--- config.mk ---
export PLATFORM = sky130hd
export DESIGN_NAME = swp_cmd_ctrl
export DESIGN_NICKNAME = d
export VERILOG_FILES = /design/src/rtl/swp_pkg.sv /design/src/rtl/swp_decider.sv /design/src/rtl/swp_txn.sv /design/src/rtl/swp_wr_timer.sv /design/src/rtl/swp_flag_store.sv /design/src/rtl/swp_cmd_ctrl.sv
export SDC_FILE = /design/constraint.sdc
export NUM_CORES = 1
export LEC_CHECK = 0
export BUFFER_PORTS_ARGS = -buffer_cell sky130_fd_sc_hd__buf_2
export CAP_MARGIN = 30
export CORE_UTILIZATION = 50
export DETAILED_ROUTE_END_ITERATION = 16
export PLACE_DENSITY = 0.74
export SETUP_SLACK_MARGIN = 0.15
export SLEW_MARGIN = 0
export SYNTH_ARGS = -nofsm -noshare
export SYNTH_HDL_FRONTEND = slang
export SYNTH_HIERARCHICAL = 1
export SYNTH_SLANG_ARGS = --single-unit
--- constraint.sdc ---
create_clock -name clk -period 1.9 [get_ports clk]
set_input_delay 0.19 -clock clk [delete_from_list [all_inputs] [get_ports clk]]
set_output_delay 0.19 -clock clk [all_outputs]
set_load 0.005 [all_outputs]
--- src/rtl/swp_pkg.sv ---
package swp_pkg;

    typedef enum logic [1:0] {
        CMD_NONE = 2'd0,
        CMD_RSET = 2'd1,
        CMD_RCLR = 2'd2,
        CMD_PSET = 2'd3
    } swp_cmd_e;

    typedef enum logic [1:0] {
        PH_CMD  = 2'd0,
        PH_ADDR = 2'd1,
        PH_DATA = 2'd2,
        PH_RSVD = 2'd3
    } swp_phase_e;

    // Per-transaction plan fixed at the command byte
    typedef enum logic [1:0] {
        PLAN_IDLE   = 2'd0,
        PLAN_REJECT = 2'd1,
        PLAN_NODATA = 2'd2,
        PLAN_ALL    = 2'd3
    } swp_plan_e;

    typedef struct packed {
        logic rev;
        logic perm;
    } swp_flags_t;

    function automatic logic would_flip(swp_cmd_e c, swp_flags_t f);
        case (c)
            CMD_RSET: return !f.rev;
            CMD_RCLR: return f.rev;
            CMD_PSET: return !f.perm;
            default:  return 1'b0;
        endcase
    endfunction

    function automatic swp_flags_t apply_cmd(swp_cmd_e c, swp_flags_t f);
        swp_flags_t n;
        n = f;
        case (c)
            CMD_RSET: n.rev  = 1'b1;
            CMD_RCLR: n.rev  = 1'b0;
            CMD_PSET: n.perm = 1'b1;
            default:  n = f;
        endcase
        return n;
    endfunction

endpackage

--- src/rtl/swp_decider.sv ---
module swp_decider
    import swp_pkg::*;
(
    input  swp_cmd_e   cmd,
    input  swp_flags_t flags,
    input  logic       wp,
    input  logic       busy,
    output swp_plan_e  plan
);
    always_comb begin
        if (busy || flags.perm || !would_flip(cmd, flags)) begin
            plan = PLAN_REJECT;
        end else if (wp) begin
            plan = PLAN_NODATA;
        end else begin
            plan = PLAN_ALL;
        end
    end
endmodule

--- src/rtl/swp_txn.sv ---
module swp_txn
    import swp_pkg::*;
(
    input  logic       clk,
    input  logic       rst_any,
    input  logic       phase_vld,
    input  swp_phase_e phase,
    input  swp_cmd_e   cmd,
    input  swp_plan_e  plan_in,
    input  logic       stop,
    input  logic       busy,
    output logic       ack_vld,
    output logic       ack,
    output logic       commit,
    output swp_cmd_e   commit_cmd
);
    swp_plan_e plan_q;
    swp_cmd_e  cmd_q;
    logic      data_ok_q;
    logic      ack_d;

    always_comb begin
        ack_d = 1'b0;
        case (phase)
            PH_CMD:  ack_d = (plan_in != PLAN_REJECT);
            PH_ADDR: ack_d = (plan_q == PLAN_NODATA) || (plan_q == PLAN_ALL);
            PH_DATA: ack_d = (plan_q == PLAN_ALL);
            default: ack_d = 1'b0;
        endcase
    end

    assign commit     = stop && data_ok_q && !busy;
    assign commit_cmd = cmd_q;

    always_ff @(posedge clk) begin
        if (rst_any) begin
            plan_q    <= PLAN_IDLE;
            cmd_q     <= CMD_NONE;
            data_ok_q <= 1'b0;
            ack_vld   <= 1'b0;
            ack       <= 1'b0;
        end else begin
            ack_vld <= phase_vld;
            ack     <= phase_vld && ack_d;
            if (stop) begin
                plan_q    <= PLAN_IDLE;
                data_ok_q <= 1'b0;
            end else if (phase_vld) begin
                if (phase == PH_CMD) begin
                    plan_q    <= plan_in;
                    cmd_q     <= cmd;
                    data_ok_q <= 1'b0;
                end else if (phase == PH_DATA && ack_d) begin
                    data_ok_q <= 1'b1;
                end
            end
        end
    end
endmodule

--- src/rtl/swp_wr_timer.sv ---
module swp_wr_timer #(
    parameter int WR_CYCLES = 8
) (
    input  logic clk,
    input  logic rst_any,
    input  logic start,
    output logic busy,
    output logic done
);
    localparam int CNT_W = (WR_CYCLES > 2) ? $clog2(WR_CYCLES) : 1;
    localparam logic [CNT_W-1:0] LOAD = CNT_W'(WR_CYCLES - 1);

    logic [CNT_W-1:0] cnt_q;

    assign done = busy && (cnt_q == '0);

    always_ff @(posedge clk) begin
        if (rst_any) begin
            busy  <= 1'b0;
            cnt_q <= '0;
        end else if (busy) begin
            if (cnt_q == '0) begin
                busy <= 1'b0;
            end else begin
                cnt_q <= cnt_q - 1'b1;
            end
        end else if (start) begin
            busy  <= 1'b1;
            cnt_q <= LOAD;
        end
    end
endmodule

--- src/rtl/swp_flag_store.sv ---
module swp_flag_store
    import swp_pkg::*;
(
    input  logic       clk,
    input  logic       rst_any,
    input  logic       perm_nv,
    input  logic       commit,
    input  swp_cmd_e   commit_cmd,
    input  logic       done,
    output swp_flags_t flags
);
    swp_cmd_e pend_q;

    always_ff @(posedge clk) begin
        if (rst_any) begin
            flags.rev  <= 1'b0;
            flags.perm <= perm_nv;
            pend_q     <= CMD_NONE;
        end else begin
            if (commit) begin
                pend_q <= commit_cmd;
            end
            if (done) begin
                flags <= apply_cmd(pend_q, flags);
            end
        end
    end
endmodule

--- src/rtl/swp_cmd_ctrl.sv ---
module swp_cmd_ctrl
    import swp_pkg::*;
#(
    parameter int WR_CYCLES = 8
) (
    input  logic       clk,
    input  logic       rst,
    input  logic       por_hold,
    input  logic       perm_nv,
    input  logic       wp_pin,
    input  logic       phase_vld,
    input  logic [1:0] phase,
    input  logic [1:0] cmd,
    input  logic       stop,
    output logic       ack_vld,
    output logic       ack,
    output logic       busy,
    output logic       rev_flag,
    output logic       perm_flag,
    output logic       upper_locked,
    output logic       wr_inhibit
);
    logic       rst_any;
    swp_cmd_e   cmd_e;
    swp_phase_e phase_e;
    swp_plan_e  plan;
    swp_flags_t flags;
    logic       commit;
    swp_cmd_e   commit_cmd;
    logic       done;

    assign rst_any = rst || por_hold;
    assign cmd_e   = swp_cmd_e'(cmd);
    assign phase_e = swp_phase_e'(phase);

    swp_decider i_decider (
        .cmd   (cmd_e),
        .flags (flags),
        .wp    (wp_pin),
        .busy  (busy),
        .plan  (plan)
    );

    swp_txn i_txn (
        .clk        (clk),
        .rst_any    (rst_any),
        .phase_vld  (phase_vld),
        .phase      (phase_e),
        .cmd        (cmd_e),
        .plan_in    (plan),
        .stop       (stop),
        .busy       (busy),
        .ack_vld    (ack_vld),
        .ack        (ack),
        .commit     (commit),
        .commit_cmd (commit_cmd)
    );

    swp_wr_timer #(.WR_CYCLES(WR_CYCLES)) i_timer (
        .clk     (clk),
        .rst_any (rst_any),
        .start   (commit),
        .busy    (busy),
        .done    (done)
    );

    swp_flag_store i_flags (
        .clk        (clk),
        .rst_any    (rst_any),
        .perm_nv    (perm_nv),
        .commit     (commit),
        .commit_cmd (commit_cmd),
        .done       (done),
        .flags      (flags)
    );

    assign rev_flag     = flags.rev;
    assign perm_flag    = flags.perm;
    assign upper_locked = flags.rev || flags.perm;
    assign wr_inhibit   = por_hold;
endmodule

==> flow_summary.toml, run 1 <==
[placed_design]
gp_congestion = 0.675
place_hpwl_um = 949
pre_cts_slack_ps = 595
io_buffers = 17

[clock_network]
cts-root-buf = "clkbuf_4"
cts_tree = "done"
cts_max_level = 1
cts_sinks = 15
cts_hold_buf = 0
clock_latency_ps = 290
clk_path_buf_depth = 2
numCtsBuffers = 3
postCtsResizedCells = 0
post_cts_buffers = 0
cts.clk_slew.worst_paths_ps = 90

[synth]
synth_area_per_cell_um2 = 10.2
synth_top_area_cell = "dfxtp_1"
async_reset_ff_share_pct = 0
yosys.cell_types.count = 30
synth.ff_latch_count = 15
syn_inst = 73
syn_nets = 88
ys_seq_area_share_pct = 41.8
synth_area_leaders = "dfxtp_1 38%, mux2i_1 9.4%, ha_1 6.7%"
synth_top_area_share_pct = 37.7
synth_area_um2 = 743
synth_edf_count = 1
yosysWarnings = 6
yosys_most_used_dff = "dfxtp_1"

[global_routing]
grt_pass1_wl_um = 1860
grt_max_degree = 16
grt_pass1_vias = 441
antenna_found_initial = 0
grt_use_total_pct = 18.9
grt_overflow = 0

[setup_path]
cp-startpoint = "i_flags/flags[0]"
critical_path.top_delay_family = "simple AND/OR/NAND/NOR gates"
timing.rr.start = "i_flags/flags[0]"
arrival_ps = 1460
cp.depth = 3
reg2reg_slack_ps = 600
cp.required_ps = 2070
reg2reg_depth = 3
crit_chain = "or4b_1, mux2i_1, nor3_1"
r2r-end = "i_txn/plan_q[0]"
cp.buffers_inverters = 0
cp_max_fo = 4
crit_path_end_kind = "flop"
crit_type = "flop to flop"
slowest_delay_ps = 550
cp-start-kind = "flop"
slowest_stage = "or4b_1"
setup.worst_path.end = "i_txn/plan_q[0]"

[timing]
setup_ws_ps = 603
period_needed_ps = 1300
slew_headroom_pct = 64.5
setup-violations-final = 0
tightest_slew_ps = 533
tns_ps = 0
final.setup_skew_ps = 8.39
rsz0062_at_grt = "false"
fin_crit_sh_pct = 68.3
drv_slew = 0
hold_violations = 0
clock.fmax_ghz = 0.771

[min_path]
hold_path_depth = 2
worstHoldPathType = "input port to flop"

[floorplanning]
dieArea_um2 = 1640
die_h_um = 40.6
io-pin-count = 18
core_area_um2 = 1330
rows = 13
die_w_um = 40.6
initial_core_util_pct = 55.7

[route]
drt_iter0_drc = 5
ant_nets = 0
via_per_inst = 5.24
first_pass_iters = 3
routedWlPerCell_um = 11.3
drt-total-wl_um = 1220
drc = 0
dr_total_vias = 566

[finish]
drive_gt1_share_pct = 28.0
syn2layout_area_growth_pct = 16.5
layout_common_cells = "17 x buf_2, 14 x dfxtp_1, 7 x mux2i_1, 7 x inv_1, 7 x nor2_1"
mostFrequentLayoutCell = "buf_2"
antennaDiodeCount = 0
final_core_util_pct = 64.9
nets = 109

[power]
total_power_w = 0.000554
powerDensity_nw_per_um2 = 640
p_leak_nw = 0.353
ir_drop_mv = 0.372

[run]
maxCapViolCount = 0

[status]
outcome = "finished, final reports clean"
-- worst min path at each step --
stage / startpoint / endpoint / slack (ps)
final: stop / i_txn/plan_q[0] / 140
after global routing: stop / i_txn/plan_q[0] / 140
after CTS: stop / i_txn/plan_q[0] / 130
after detailed placement: cmd[0] / i_txn/commit_cmd[0] / 460
after global placement: cmd[0] / i_txn/commit_cmd[0] / 460
after floorplan: stop / i_txn/data_ok_q / 270
-- cells by family (layout without fill, tap and decap cells) --
family	count (synthesis)	in the layout	synth area share [%]
AOI/OAI and AO/OA	13	13	14.0
and+or+nand+nor	25	25	22.4
muxes	7	7	9.43
DFF	15	15	41.8
buffers and inverters	8	28	4.55
adders and majority gates	4	4	6.73
xor gates and xnor gates	1	1	1.18
-- registers in the layout, indices dropped and copies added (netlist names) --
signal and cells:
i_timer/busy 1, i_txn/commit_cmd 2, i_timer/cnt_q 3, i_flags/flags 2
i_txn/data_ok_q 1, i_txn/plan_q 2, i_txn/ack_vld 1, i_txn/ack 1
i_flags/pend_q 2
-- Yosys cell counts (2+ instances only) --
master and number:
nand2b_1 3, nand2_1 3, ha_1 4, inv_1 7
mux2i_1 7, dfxtp_1 14, a21oi_1 2, and3b_1 2
nor3_1 3, nor2_1 7, or2_1 2
-- cell type report --
type	count	area (um^2)
fillers	115	468
multi-input cells	50	399
flip-flops and latches	15	310
repair buffers	17	85.1
clock buffers	4	26.3
inverters	7	26.3
well taps	15	18.8
-- per-stage QoR --
| step | hold WS, ps | cell area (um^2) | std cells |
|---|---|---|---|
| finish | 145 | 866 | 108 |
| global route | 145 | 866 | 108 |
| CTS | 134 | 866 | 108 |
| detailed placement | 456 | 840 | 104 |
| global placement | 456 | 840 | 104 |
| floorplan | 269 | 743 | 73 |
-- report_power, final --
part           internal, W  switching, W  total (W)
logic            0.0000254     0.0000256  0.0000510
clock network    0.0000817     0.0000977   0.000179
registers         0.000322    0.00000222   0.000324
total             0.000429      0.000125   0.000554
-- routing by layer --
metal / GRT usage (%) / part of all wire, % / vias to the layer above
li1: - / - / 295
met1: 21.1 / 46 / 254
met2: 27.4 / 45 / 13
met3: 8.33 / 6.3 / 4
met4: 15.0 / 2.8 / 0
met5: 0 / 0 / -
-- worst reg2reg max path, stage by stage (launching register included) --
cell      delay, ps
edfxtp_1        420
or4b_1          550
mux2i_1         150
nor3_1           50
Note: power is estimated with default switching activity, not from simulation.
==> run 2: changes to the inputs <==
==> constraint.sdc (replaced) <==
create_clock -name clk -period 1.3 [get_ports clk]
set_input_delay 0.13 -clock clk [delete_from_list [all_inputs] [get_ports clk]]
set_output_delay 0.13 -clock clk [all_outputs]
set_load 0.005 [all_outputs]
==> flow_summary.toml, run 2 (synthesis gave the netlist of run 1 again) <==
[placed_design]
pre_cts_slack_ps = 25.7
gp_congestion = 0.647
io_buffers = 17
placed_cell_area_um2 = 873
place_hpwl_um = 1090
dpl.cell_count = 108

[clock_network]
cts_hold_buf = 0
cts-root-buf = "clkbuf_4"
cts_max_level = 1
numCtsBuffers = 3
clk_path_buf_depth = 2
cts.clk_slew.worst_paths_ps = 90
cts_sinks = 15
cts_tree = "done"
clock_latency_ps = 270

[floorplanning]
die_h_um = 40.6
initial_core_util_pct = 55.7
die_w_um = 40.6
core_area_um2 = 1330
dieArea_um2 = 1640
rows = 13
io-pin-count = 18

[timing]
final.setup_skew_ps = 0.506
setup_ws_ps = 12.6
fin_crit_sh_pct = 99.0
clock.fmax_ghz = 0.777
period_needed_ps = 1290
slew_headroom_pct = 74.6
setup-violations-final = 0
hold_violations = 0
tns_ps = 0
tightest_slew_ps = 381
drv_slew = 0
rsz0062_at_grt = "true"

[route]
drc = 0
dr_total_vias = 608
first_pass_iters = 4
drt_iter0_drc = 15
drt-total-wl_um = 1470
routedWlPerCell_um = 12.8
via_per_inst = 5.29
ant_nets = 0

[setup_path]
timing.rr.start = "i_flags/flags[1]"
reg2reg_depth = 4
slowest_delay_ps = 500
cp.buffers_inverters = 0
reg2reg_slack_ps = 10
critical_path.top_delay_family = "simple AND/OR/NAND/NOR gates"
cp_max_fo = 2
r2r-end = "i_txn/plan_q[0]"
slowest_stage = "or4b_1"
crit_top_cell = "mux2i_1"
crit_type = "flop to flop"
crit_chain = "mux2i_1, or4b_1, mux2i_1, nor3_1"
arrival_ps = 1450
cp-start-kind = "flop"
crit_path_end_kind = "flop"
cp.depth = 4
cp.required_ps = 1460

[finish]
syn2layout_area_growth_pct = 33.5
multiInputGateArea_um2 = 459
fill_cells = 101
nets = 116
fin_cells = 115
stdcell_area_um2 = 992
drive_gt1_share_pct = 49.0
antennaDiodeCount = 0
largest_reg_flops = 3
mostFrequentLayoutCell = "buf_2"
seqCellArea_um2 = 319
top_register = "i_timer/cnt_q"
layout_common_cells = "17 x buf_2, 9 x dfxtp_1, 7 x mux2i_1, 7 x buf_4, 6 x nor2_1"

[global_routing]
grt_pass1_wl_um = 2100
grt_overflow = 0
grt_pass1_vias = 521
grt_use_total_pct = 19.8
antenna_found_initial = 0
grt_max_degree = 11

[power]
p_leak_nw = 0.400
ir_drop_mv = 0.632
powerDensity_nw_per_um2 = 829
total_power_w = 0.000823

[min_path]
worstHoldPathType = "input port to flop"
whs_endpoint = "i_txn/plan_q[0]"
hold_path_depth = 2
hold_start = "stop"

[status]
outcome = "finished, final reports clean"

[run]
maxCapViolCount = 0
-- run 2: changes by cell type in the layout (fill, tap and decap cells not counted), sizes merged --
| cell | before | now |
|---|---|---|
| buf | 17 | 24 |
-- run 2: worst register-to-register path, cell delays in order, from the launching register on --
cell	delay [ps]
dfxtp_2	330
mux2i_1	120
or4b_1	500
mux2i_1	160
nor3_1	50
-- run 2: per-stage QoR --
| step | util, % | hold slack, ps |
|---|---|---|
| floorplan | - | 209 |
| global placement | 65.5 | 395 |
| detailed placement | 65.5 | 397 |
| CTS | 69.7 | 109 |
| global route | 74.4 | 114 |
| finish | 74.4 | 107 |
-- run 2: cell type report --
class	count	area share, %
well taps	15	1.89
flip-flops and latches	15	32.2
inverters	7	3.15
multi-input cells	50	46.3
repair buffers	24	13.9
clock buffers	4	2.65
-- run 2: worst max-delay path by stage --
stage,from,slack [ps],to
global route,i_flags/flags[1],-40,i_txn/plan_q[0]
floorplan,i_flags/flags[0],40,i_txn/plan_q[0]
CTS,i_flags/flags[1],20,i_txn/ack
finish,i_flags/flags[1],10,i_txn/plan_q[0]
global placement,i_flags/flags[1],70,i_txn/plan_q[0]
detailed placement,i_flags/flags[1],30,i_txn/plan_q[0]
-- run 2: timing repair --
item | CTS | global route
resized for setup | 6 | 15
buffers inserted | 2 | 1
pin swaps | 4 | 8
setup endpoints to repair | 9 | 11
-- run 2: where the power goes --
group          internal, W  switching (W)
clock             0.000119       0.000142
combinational    0.0000475      0.0000446
sequential        0.000468     0.00000205
-- run 2: metal layers --
metal  vias up  share of wire (%)  global-route usage [%]
met5         -                  0                       0
li1        313                  -                       -
met2        16                 51                    34.9
met4         0                  0                    7.50
met3         0                3.6                    3.33
met1       279                 45                    23.6
==> run 3: changes to the inputs <==
--- a/config.mk
+++ b/config.mk
@@ -8,6 +8,7 @@
 export BUFFER_PORTS_ARGS = -buffer_cell sky130_fd_sc_hd__buf_2
 export CAP_MARGIN = 30
 export CORE_UTILIZATION = 50
+export CTS_BUF_LIST = sky130_fd_sc_hd__clkbuf_8
 export DETAILED_ROUTE_END_ITERATION = 16
 export PLACE_DENSITY = 0.74
 export SETUP_SLACK_MARGIN = 0.15
==> flow_summary.toml, run 3 (synthesis gave the netlist of run 1 again) <==
[timing]
rsz0062_at_grt = "true"
slew_headroom_pct = 75.3
drv_slew = 0
clock.fmax_ghz = 0.775
final.setup_skew_ps = 1.11
fin_crit_sh_pct = 99.3
hold_violations = 0
period_needed_ps = 1290
setup_ws_ps = 9.33
setup-violations-final = 0
tightest_slew_ps = 370

[status]
outcome = "finished, final reports clean"

[setup_path]
crit_path_end_kind = "flop"
cp-start-kind = "flop"
cp.buffers_inverters = 0
timing.rr.start = "i_flags/flags[1]"
slowest_delay_ps = 490
cp.required_ps = 1420
crit_type = "flop to flop"
cp_max_fo = 2
slowest_stage = "or4b_4"
critical_path.top_delay_family = "simple AND/OR/NAND/NOR gates"
cp-startpoint = "i_flags/flags[1]"
arrival_ps = 1410
crit_chain = "mux2i_2, or4b_4, mux2i_1, nor3_1"

[floorplanning]
initial_core_util_pct = 55.7
die_h_um = 40.6
rows = 13
die_w_um = 40.6
io-pin-count = 18
dieArea_um2 = 1640
core_area_um2 = 1330

[global_routing]
grt_max_degree = 11
grt_pass1_vias = 521
grt_pass1_wl_um = 2150
grt_overflow = 0
antenna_found_initial = 0
grt_use_total_pct = 21.0

[finish]
antennaDiodeCount = 0
fill_cells = 86
mostFrequentLayoutCell = "buf_2"
syn2layout_area_growth_pct = 41.6
fin_cells = 117
multiInputGateArea_um2 = 473
drive_gt1_share_pct = 52.0
largest_reg_flops = 3
layout_common_cells = "17 x buf_2, 9 x dfxtp_1, 8 x buf_4"
top_register = "i_timer/cnt_q"
seqCellArea_um2 = 319
nets = 118

[placed_design]
gp_congestion = 0.647
place_hpwl_um = 1090
dpl.cell_count = 108
pre_cts_slack_ps = 25.7
io_buffers = 17

[clock_network]
cts_max_level = 1
cts-root-buf = "clkbuf_8"
numCtsBuffers = 3
cts_tree = "done"
cts.clk_slew.worst_paths_ps = 60
clk_path_buf_depth = 2
cts_hold_buf = 0
cts_sinks = 15
clock_latency_ps = 240

[power]
switchingPower_w = 0.000200
ir_drop_mv = 0.769
p_int_w = 0.000728
switching_share_pct = 21.5
p_comb_share_pct = 10.5
clockPowerShare_pct = 38.7
seq_power_share_pct = 50.7
p_leak_nw = 0.428
powerDensity_nw_per_um2 = 882

[route]
ant_nets = 0
dr_total_vias = 612
routedWlPerCell_um = 12.8
drc = 0
first_pass_iters = 4
drt-total-wl_um = 1500
via_per_inst = 5.23
drt_iter0_drc = 12

[min_path]
worstHoldPathType = "input port to flop"
hold_start = "stop"

[run]
maxCapViolCount = 0
[run 3: path summary, 6_finish.rpt]
kind | cells past startpoint | end | slack, ps
setup / recovery | 4 | i_txn/plan_q[0] | 9
hold reg to reg | 2 | i_timer/cnt_q[0] | 500
hold / removal | 2 | i_txn/plan_q[1] | 140
setup reg to reg | 4 | i_txn/plan_q[0] | 9
[run 3: cell type report]
class                      instances  area share, %
clock inverter                     1          0.357
timing repair buffer              26           15.7
multi-input combinational         50           44.9
sequential                        15           30.3
clock buffer                       3           3.92
tap                               15           1.78
inverter                           7           2.97
[run 3: power groups by stage]
stage | Combinational, W | Sequential [W] | Clock [W]
final | 0.0000977 | 0.000471 | 0.000360
after global routing | 0.000107 | 0.000472 | 0.000397
after CTS | 0.0000909 | 0.000473 | 0.000371
after detailed placement | 0.0000859 | 0.000483 | 0
after global placement | 0.0000839 | 0.000483 | 0
after floorplan | 0.0000377 | 0.000485 | 0
[run 3: routing by layer]
layer  GRT usage [%]  part of all wire (%)  vias to the layer above  wire (um)
met3            8.33                   3.9                        4         59
met5               0                     0                        -          0
met4            7.50                   1.3                        0         19
met2            36.1                    51                       14        767
li1                -                     -                      313          -
met1            22.9                    44                      281        657
[run 3: metrics by stage]
step	utilization (%)	hold slack, ps	setup TNS, ps	power, W	area (um^2)
6_report	78.9	140	0	0.000928	1050
2_1_floorplan	-	209	0	0.000522	747
5_1_grt	78.9	151	-74.9	0.000975	1050
4_1_cts	71.2	146	0	0.000935	950
3_3_place_gp	65.5	395	0	0.000567	873
3_5_place_dp	65.5	397	0	0.000569	873
[run 3: timing repair]
action,CTS,global route
gates resized for setup,7,17
setup buffers,2,3
pin swaps,6,9
setup endpoints to repair,9,10
